`src/rtl/mem_lane_unit.sv`:
```
module mem_lane_unit #(
  parameter int AW   = 32,
  parameter int OFSW = 16,
  parameter int OPW  = 6
) (
  input  logic          clk,
  input  logic          rst_n,
  input  logic          req_valid,
  input  logic [OPW-1:0] req_op,
  input  logic [AW-1:0] req_base,
  input  logic [OFSW-1:0] req_ofs,
  input  logic [31:0]   req_store,
  output logic [AW-1:0] mem_addr,
  output logic          mem_we,
  output logic          mem_re,
  output logic [3:0]    mem_be,
  output logic [31:0]   mem_wdata,
  output logic          misalign,
  input  logic [31:0]   mem_rdata,
  output logic [31:0]   load_data
);
  localparam logic [1:0] SZ_B = 2'd0, SZ_H = 2'd1, SZ_W = 2'd2;

  logic          is_ld, is_st, sx;
  logic [1:0]    sz;
  logic [AW-1:0] ea;
  logic          mis_c;
  logic [3:0]    be_c;
  logic [31:0]   wd_c;
  logic [1:0]    q_sz, q_lane;
  logic          q_sx;

  always_comb begin
    is_ld = 1'b0; is_st = 1'b0; sx = 1'b0; sz = SZ_W;
    if (req_valid) begin
      case (req_op)
        6'h20: begin is_ld = 1'b1; sz = SZ_B; sx = 1'b1; end
        6'h24: begin is_ld = 1'b1; sz = SZ_B; end
        6'h21: begin is_ld = 1'b1; sz = SZ_H; sx = 1'b1; end
        6'h25: begin is_ld = 1'b1; sz = SZ_H; end
        6'h23: begin is_ld = 1'b1; sz = SZ_W; end
        6'h28: begin is_st = 1'b1; sz = SZ_B; end
        6'h29: begin is_st = 1'b1; sz = SZ_H; end
        6'h2b: begin is_st = 1'b1; sz = SZ_W; end
        default: ;
      endcase
    end
  end

  assign ea    = req_base + {{(AW-OFSW){req_ofs[OFSW-1]}}, req_ofs};
  assign mis_c = (is_ld | is_st) &
                 (((sz == SZ_H) & ea[0]) | ((sz == SZ_W) & (|ea[1:0])));

  always_comb begin
    case (sz)
      SZ_B:    begin be_c = 4'b1000 >> ea[1:0]; wd_c = {4{req_store[7:0]}}; end
      SZ_H:    begin be_c = ea[1] ? 4'b0011 : 4'b1100; wd_c = {2{req_store[15:0]}}; end
      default: begin be_c = 4'b1111; wd_c = req_store; end
    endcase
  end

  always_ff @(posedge clk) begin
    if (!rst_n) begin
      mem_addr <= '0; mem_we <= 1'b0; mem_re <= 1'b0; mem_be <= '0;
      mem_wdata <= '0; misalign <= 1'b0; q_sz <= SZ_W; q_lane <= '0; q_sx <= 1'b0;
    end else begin
      mem_addr  <= ea;
      mem_we    <= is_st & ~mis_c;
      mem_re    <= is_ld & ~mis_c;
      mem_be    <= (is_st & ~mis_c) ? be_c : 4'b0000;
      mem_wdata <= (is_st & ~mis_c) ? wd_c : 32'd0;
      misalign  <= mis_c;
      q_sz      <= sz;
      q_lane    <= ea[1:0];
      q_sx      <= sx;
    end
  end

  logic [7:0]  sel_b;
  logic [15:0] sel_h;
  logic [31:0] ext;

  assign sel_b = mem_rdata[8*(3-q_lane) +: 8];
  assign sel_h = q_lane[1] ? mem_rdata[15:0] : mem_rdata[31:16];

  always_comb begin
    case (q_sz)
      SZ_B:    ext = {{24{q_sx & sel_b[7]}}, sel_b};
      SZ_H:    ext = {{16{q_sx & sel_h[15]}}, sel_h};
      default: ext = mem_rdata;
    endcase
  end

  assign load_data = mem_re ? ext : 32'd0;

  p_mis_blocks_r6: assert property (@(posedge clk) disable iff (!rst_n)
    misalign |-> (mem_be == 4'b0000 && !mem_we && !mem_re));
  p_one_strobe_r3: assert property (@(posedge clk) disable iff (!rst_n)
    $onehot0({mem_we, mem_re, misalign}));
  p_be_with_write_r4: assert property (@(posedge clk) disable iff (!rst_n)
    (mem_be != 4'b0000) == mem_we);
  p_byte_one_lane_r4: assert property (@(posedge clk) disable iff (!rst_n)
    (mem_we && q_sz == SZ_B) |-> $countones(mem_be) == 1);
  p_half_aligned_r6: assert property (@(posedge clk) disable iff (!rst_n)
    ((mem_we || mem_re) && q_sz != SZ_B) |-> !mem_addr[0]);
  p_idle_load_zero_r9: assert property (@(posedge clk) disable iff (!rst_n)
    !mem_re |-> load_data == 32'd0);
  p_zero_ext_r8: assert property (@(posedge clk) disable iff (!rst_n)
    (mem_re && !q_sx && q_sz == SZ_B) |-> load_data[31:8] == 24'd0);
endmodule

```
`config.mk`:
```
export PLATFORM = sky130hd
export DESIGN_NAME = mem_lane_unit
export DESIGN_NICKNAME = d
export VERILOG_FILES = /design/src/rtl/mem_lane_unit.sv
export SDC_FILE = /design/constraint.sdc
export NUM_CORES = 1
export LEC_CHECK = 0
export BUFFER_PORTS_ARGS = -buffer_cell sky130_fd_sc_hd__clkbuf_2
export CORE_UTILIZATION = 48
export DETAILED_ROUTE_END_ITERATION = 6
export PLACE_DENSITY = 0.92
export SYNTH_ARGS = -nofsm -noshare
export SYNTH_HDL_FRONTEND = slang
export SYNTH_SLANG_ARGS = --single-unit
```
`constraint.sdc`:
```
create_clock -name clk -period 2.6 [get_ports clk]
set_input_delay 0.39 -clock clk [delete_from_list [all_inputs] [get_ports clk]]
set_output_delay 0.39 -clock clk [all_outputs]
set_load 0.02 [all_outputs]
```
==> out/qor.yml, run 1 <==
synth:
  synth_seq_cells: 74
  synth-xor-area-share: 0.0267
  synth_fa_ha_area_frac: 0.0828
  synth_common_cells: "dfxtp_1, a21oi_1, nor2_1, nand2_1, o21ai_0"
  synth_simple_gate_area_frac: 0.204
  synth-edff-count: 0
  synth_cell_types: 63
  ys_warn_count: 0
  synth_flop_cell: "dfxtp_1"
  ys_seq_area_frac: 0.301
  synth_nets: 776
  synthCells: 623
  synth_area_um2: 4920
  synth_top_family_by_area: "compound AO/OA/AOI/OAI gates"
  synthTopCellsByArea: "dfxtp_1, ha_1, a21oi_1"
  synthMuxAreaShare: 0.0673
  synth-compound-area-share: 0.264
  synth_most_common_cell: "dfxtp_1"
  syn_avg_cell_area_um2: 7.90
  synth_area_leader_cell: "dfxtp_1"
  synth_top_area_frac: 0.301
  synthArstFlopShare: 0
timing:
  worst_pin_slew_ns: 0.630
  relSlewSlack: 0.575
  fin_crit_sh: 0.940
  clock.fmax_mhz: 409
  setup_tns_ns: 0
  setup_viol: 0
  drv_slew: 0
  finalHoldViolCount: 0
  min_period_ns: 2.44
  hold_slack_ns: 0.268
drt:
  viasPerCell: 5.67
  wl_per_cell_um: 15.8
  final_antenna_net_count: 0
  drc: 0
  totalWireLength_um: 15800
  dr.pass1.iters: 5
  vias: 5652
  drtIter0Drc: 235
place:
  dp.cells: 980
  io_buffers: 223
  dp_hpwl_um: 12400
  place_congestion: 0.948
floorplan:
  io_pins: 224
  die_area_um2: 10700
  core_region_area_um2: 9860
  fp-row-count: 36
  fp.dieW_um: 103
  die_height_um: 103
  initial_core_util: 0.499
layout:
  fin_nets: 1012
  layoutNonFillerInstCount: 997
  n_antenna_cell: 0
  area_delta_synth_final_pct: 33.3
  final_core_util: 0.666
  layout-drive-gt1-share: 0.345
grt:
  grt_max_degree: 30
  antenna_found_initial: 0
  grt_pass1_wl_um: 24000
  grt.overflow.total: 0
  grt_pass1_vias: 5205
  grt_usage: 0.288
pwr:
  clockPowerShare: 0.301
  switching_power_w: 0.00114
  p_leak_nw: 3.18
  switching_share: 0.354
  power_frac_comb: 0.314
  seqPwrFrac: 0.385
  p_int_w: 0.00207
  power.density_nw_per_um2: 488
  ir_drop_uv: 391
cts:
  cts_buffers: 9
  clk_pin_slew_worst_paths_ns: 0.10
  cts_hold_buf: 0
  cts-htree-levels: 3
  cts_tree: "yes"
  cts_root_buf: "clkbuf_8"
  clk_path_buf_depth: 2
  cts_sinks: 74
hold_path:
  whs_path_depth: 3
  min_path_type: "in -> reg"
setup_path:
  cp.required_ns: 2.21
  critical_path.startpoint_type: "register"
  path_class: "reg -> out"
  critPathArrivalTime_ns: 2.05
  end_kind: "primary output"
  crit_fanout: 11
outcome:
  status: "finished clean"
run:
  cap_viol_max_count: 0
## metrics by stage
step | total power, W | area [um^2] | worst slack, ns
global placement | 0.00222 | 6310 | 0.0368
finish | 0.00321 | 6570 | 0.157
floorplan | 0.00188 | 4920 | 0.219
CTS | 0.00320 | 6530 | 0.0587
detailed placement | 0.00224 | 6310 | -0.0427
global route | 0.00338 | 6570 | -0.0131
## routing by layer
metal	wire [um]	up-vias	global-route usage	share of wire
li1	-	2721	-	-
met5	0	-	0	0
met3	1020	56	0.0679	0.065
met1	5990	2609	0.309	0.38
met4	660	0	0.141	0.042
met2	8110	266	0.530	0.51
## sequential cells by signal, summed over array words and instances (netlist names)
signal     count
misalign       1
mem_wdata     32
mem_we         1
mem_re         1
mem_be         4
q_sx           1
mem_addr      32
q_sz           2
## cells by family (layout without fill, tap and decap cells)
kind of cell | Yosys count | after routing
xor gates and xnor gates | 15 | 15
and+or+nand+nor | 211 | 211
DFF | 74 | 74
AOI/OAI and AO/OA | 194 | 195
muxes | 33 | 33
adders and majority gates | 32 | 32
buffers and inverters | 64 | 304
## layout by cell type, fill, tap and decap left out, drive strengths merged, types with 3 or more instances in the layout
master	synthesis	routed
nand2	57	57
o21bai	7	7
nor3	15	15
nor4	4	4
and2	13	13
a21oi	72	72
a21o	7	7
o21a	4	4
buf	11	31
nand3	11	11
nor2	63	63
or3	11	11
xnor2	7	7
and3	7	7
ha	31	31
o211ai	7	8
inv	33	37
xor2	8	8
a32oi	3	3
clkbuf	19	232
a31oi	5	5
nand4	11	11
o31ai	5	5
mux2i	32	32
nand2b	7	7
a211oi	18	18
nor3b	3	3
dfxtp	74	74
o21ai	49	49
a21boi	4	4
## power by group through the flow
stage | clock (W) | combinational [W] | sequential (W)
6_report | 0.000966 | 0.00101 | 0.00123
5_1_grt | 0.00104 | 0.00110 | 0.00124
4_1_cts | 0.000981 | 0.000990 | 0.00123
3_5_place_dp | 0 | 0.000984 | 0.00126
3_3_place_gp | 0 | 0.000960 | 0.00126
2_1_floorplan | 0 | 0.000541 | 0.00134
## critical path, cell delays in order (launching register included)
cell,delay (ns)
dfxtp_2,0.47
mux2i_4,0.30
mux2i_1,0.12
a31oi_2,0.24
o21ai_2,0.15
o211ai_4,0.18
a21oi_1,0.07
clkbuf_2,0.18
## worst paths after layout
| check | from | end |
|---|---|---|
| worst max-delay path | mem_addr[1] | load_data[27] |
| worst min-delay path | req_store[21] | mem_wdata[21] |
## what timing repair did
| action | in CTS | in global routing |
|---|---|---|
| gates cloned | 0 | 1 |
| pin swaps | 0 | 2 |
| setup buffers | 0 | 0 |
| gates resized for setup | 2 | 4 |
| endpoints found under the setup margin | 16 | 16 |
## final cells by class
cell class | count | area, um^2
inverters | 34 | 128
flip-flops and latches | 74 | 1480
repair buffers | 254 | 1350
clock buffers | 9 | 124
multi-input cells | 486 | 3230
fillers | 833 | 3300
clock inverters | 7 | 82.6
well taps | 133 | 166
Note: power is estimated with default switching activity, not from simulation.
==> run 2, diff against run 1 <==
--- a/config.mk
+++ b/config.mk
@@ -6,6 +6,7 @@
 export NUM_CORES = 1
 export LEC_CHECK = 0
 export BUFFER_PORTS_ARGS = -buffer_cell sky130_fd_sc_hd__clkbuf_2
+export CORE_MARGIN = 10
 export CORE_UTILIZATION = 48
 export DETAILED_ROUTE_END_ITERATION = 6
 export PLACE_DENSITY = 0.92
==> run 2 against run 1 <==
Net effect:
- wire length grew 11%
- sequential power is essentially flat
- first-iteration DRC count increased by 40%
==> out/qor.yml, run 2 (synthesis gave the netlist of run 1 again) <==
outcome:
  status: "finished clean"
floorplan:
  initial_core_util: 0.499
  fp.dieW_um: 121
  io_pins: 224
  core_region_area_um2: 9860
  die_area_um2: 14700
  die_height_um: 121
  fp-row-count: 36
drt:
  viasPerCell: 5.57
  dr.pass1.iters: 5
  final_antenna_net_count: 0
  vias: 5557
  drtIter0Drc: 329
  drc: 0
  totalWireLength_um: 17500
  wl_per_cell_um: 17.5
place:
  place_congestion: 0.936
  io_buffers: 223
  placed_cell_area_um2: 6320
  dp_hpwl_um: 14500
  place_ws_ns: -0.000569
layout:
  fin_area_um2: 6540
  layout-drive-gt1-share: 0.343
  final_cell_mix: "clkbuf_2, dfxtp_1, a21oi_1"
  final_common_cell: "clkbuf_2"
  fin_nets: 1012
  final_core_util: 0.663
  top_regs: "mem_addr (32), mem_wdata (32), mem_be (4)"
  area_delta_synth_final_pct: 32.8
  nFillCells: 835
  n_antenna_cell: 0
cts:
  cts_tree: "yes"
  cts_buffers: 9
  cts_sinks: 74
  cts_root_buf: "clkbuf_8"
  clk_pin_slew_worst_paths_ns: 0.09
  cts_hold_buf: 0
  clk_path_buf_depth: 2
  cts-htree-levels: 3
pwr:
  p_leak_nw: 3.18
  power.density_nw_per_um2: 490
  ir_drop_uv: 335
  seqPwrFrac: 0.383
  switching_power_w: 0.00113
  power_frac_comb: 0.315
  p_int_w: 0.00207
  switching_share: 0.353
  clockPowerShare: 0.302
timing:
  setup_viol: 0
  relSlewSlack: 0.587
  worst_pin_slew_ns: 0.612
  drv_slew: 0
  hold_slack_ns: 0.279
  clock.fmax_mhz: 408
  fin_crit_sh: 0.942
  setup_ws_ns: 0.152
  rsz0062_at_grt: "false"
  min_period_ns: 2.45
  finalHoldViolCount: 0
  setup_tns_ns: 0
grt:
  grt_max_degree: 30
  grt.overflow.total: 0
  grt_usage: 0.223
  grt_pass1_vias: 5530
  grt_pass1_wl_um: 27100
  antenna_found_initial: 0
hold_path:
  hold_end: "mem_wdata[18]"
  min_path_type: "in -> reg"
  hp-start: "req_store[18]"
  whs_path_depth: 3
run:
  cap_viol_max_count: 0
setup_path:
  end_kind: "primary output"
  critical_path.startpoint_type: "register"
  crit_fanout: 16
  cp.required_ns: 2.21
  path_class: "reg -> out"
  critPathArrivalTime_ns: 2.06
-- run 2: final cells by class --
type / instances / area, um^2 / share of cell area
multi-input combinational: 485 / 3200 / 0.489
sequential: 74 / 1480 / 0.226
timing repair buffer: 255 / 1360 / 0.207
tap: 133 / 166 / 0.0254
inverter: 34 / 128 / 0.0195
clock buffer: 9 / 124 / 0.0189
clock inverter: 7 / 85.1 / 0.0130
-- run 2: metrics by stage --
step	instances	total power (W)
final	997	0.00321
after global routing	997	0.00337
after global placement	981	0.00224
after CTS	997	0.00322
after floorplan	623	0.00188
after detailed placement	981	0.00225
-- run 2: worst max path at each step --
stage           startpoint       endpoint  slack [ns]  depth (start not counted)
2_1_floorplan  req_base[0]   mem_addr[30]        0.22                          9
3_3_place_gp   req_base[0]   mem_addr[24]        0.03                         10
3_5_place_dp   req_base[0]   mem_addr[24]     -0.0006                         10
4_1_cts        mem_addr[1]  load_data[17]        0.04                          7
5_1_grt        mem_addr[1]  load_data[20]        0.01                          7
6_report       mem_addr[1]  load_data[17]        0.15                          7
-- run 2: worst max-delay path, cell delays in order (launching register included) --
cell and delay, ns:
dfxtp_1 0.42, mux2i_2 0.29, mux2i_1 0.13, a31oi_2 0.21
o21ai_1 0.16, o211ai_4 0.23, a21oi_1 0.10, clkbuf_2 0.18
-- run 2: power by group through the flow --
stage                     Clock (W)  Sequential, W  Combinational (W)
after floorplan                   0        0.00134           0.000541
after global routing        0.00103        0.00123            0.00111
final                      0.000969        0.00123            0.00101
after CTS                  0.000988        0.00123            0.00100
after global placement            0        0.00125           0.000983
after detailed placement          0        0.00125           0.000999
-- run 2: repair_timing --
| item | 4_1_cts | 5_1_grt |
|---|---|---|
| buffers inserted | 0 | 0 |
| hold endpoints to repair | 0 | 0 |
| endpoints found under the setup margin | 0 | 16 |
| gates resized for setup | 0 | 2 |
-- run 2: metal layers --
| metal | wire length, um | GRT usage |
|---|---|---|
| met1 | 6490 | 0.235 |
| met2 | 9050 | 0.409 |
| met3 | 1360 | 0.0572 |
| met4 | 565 | 0.0894 |
| met5 | 0 | 0 |
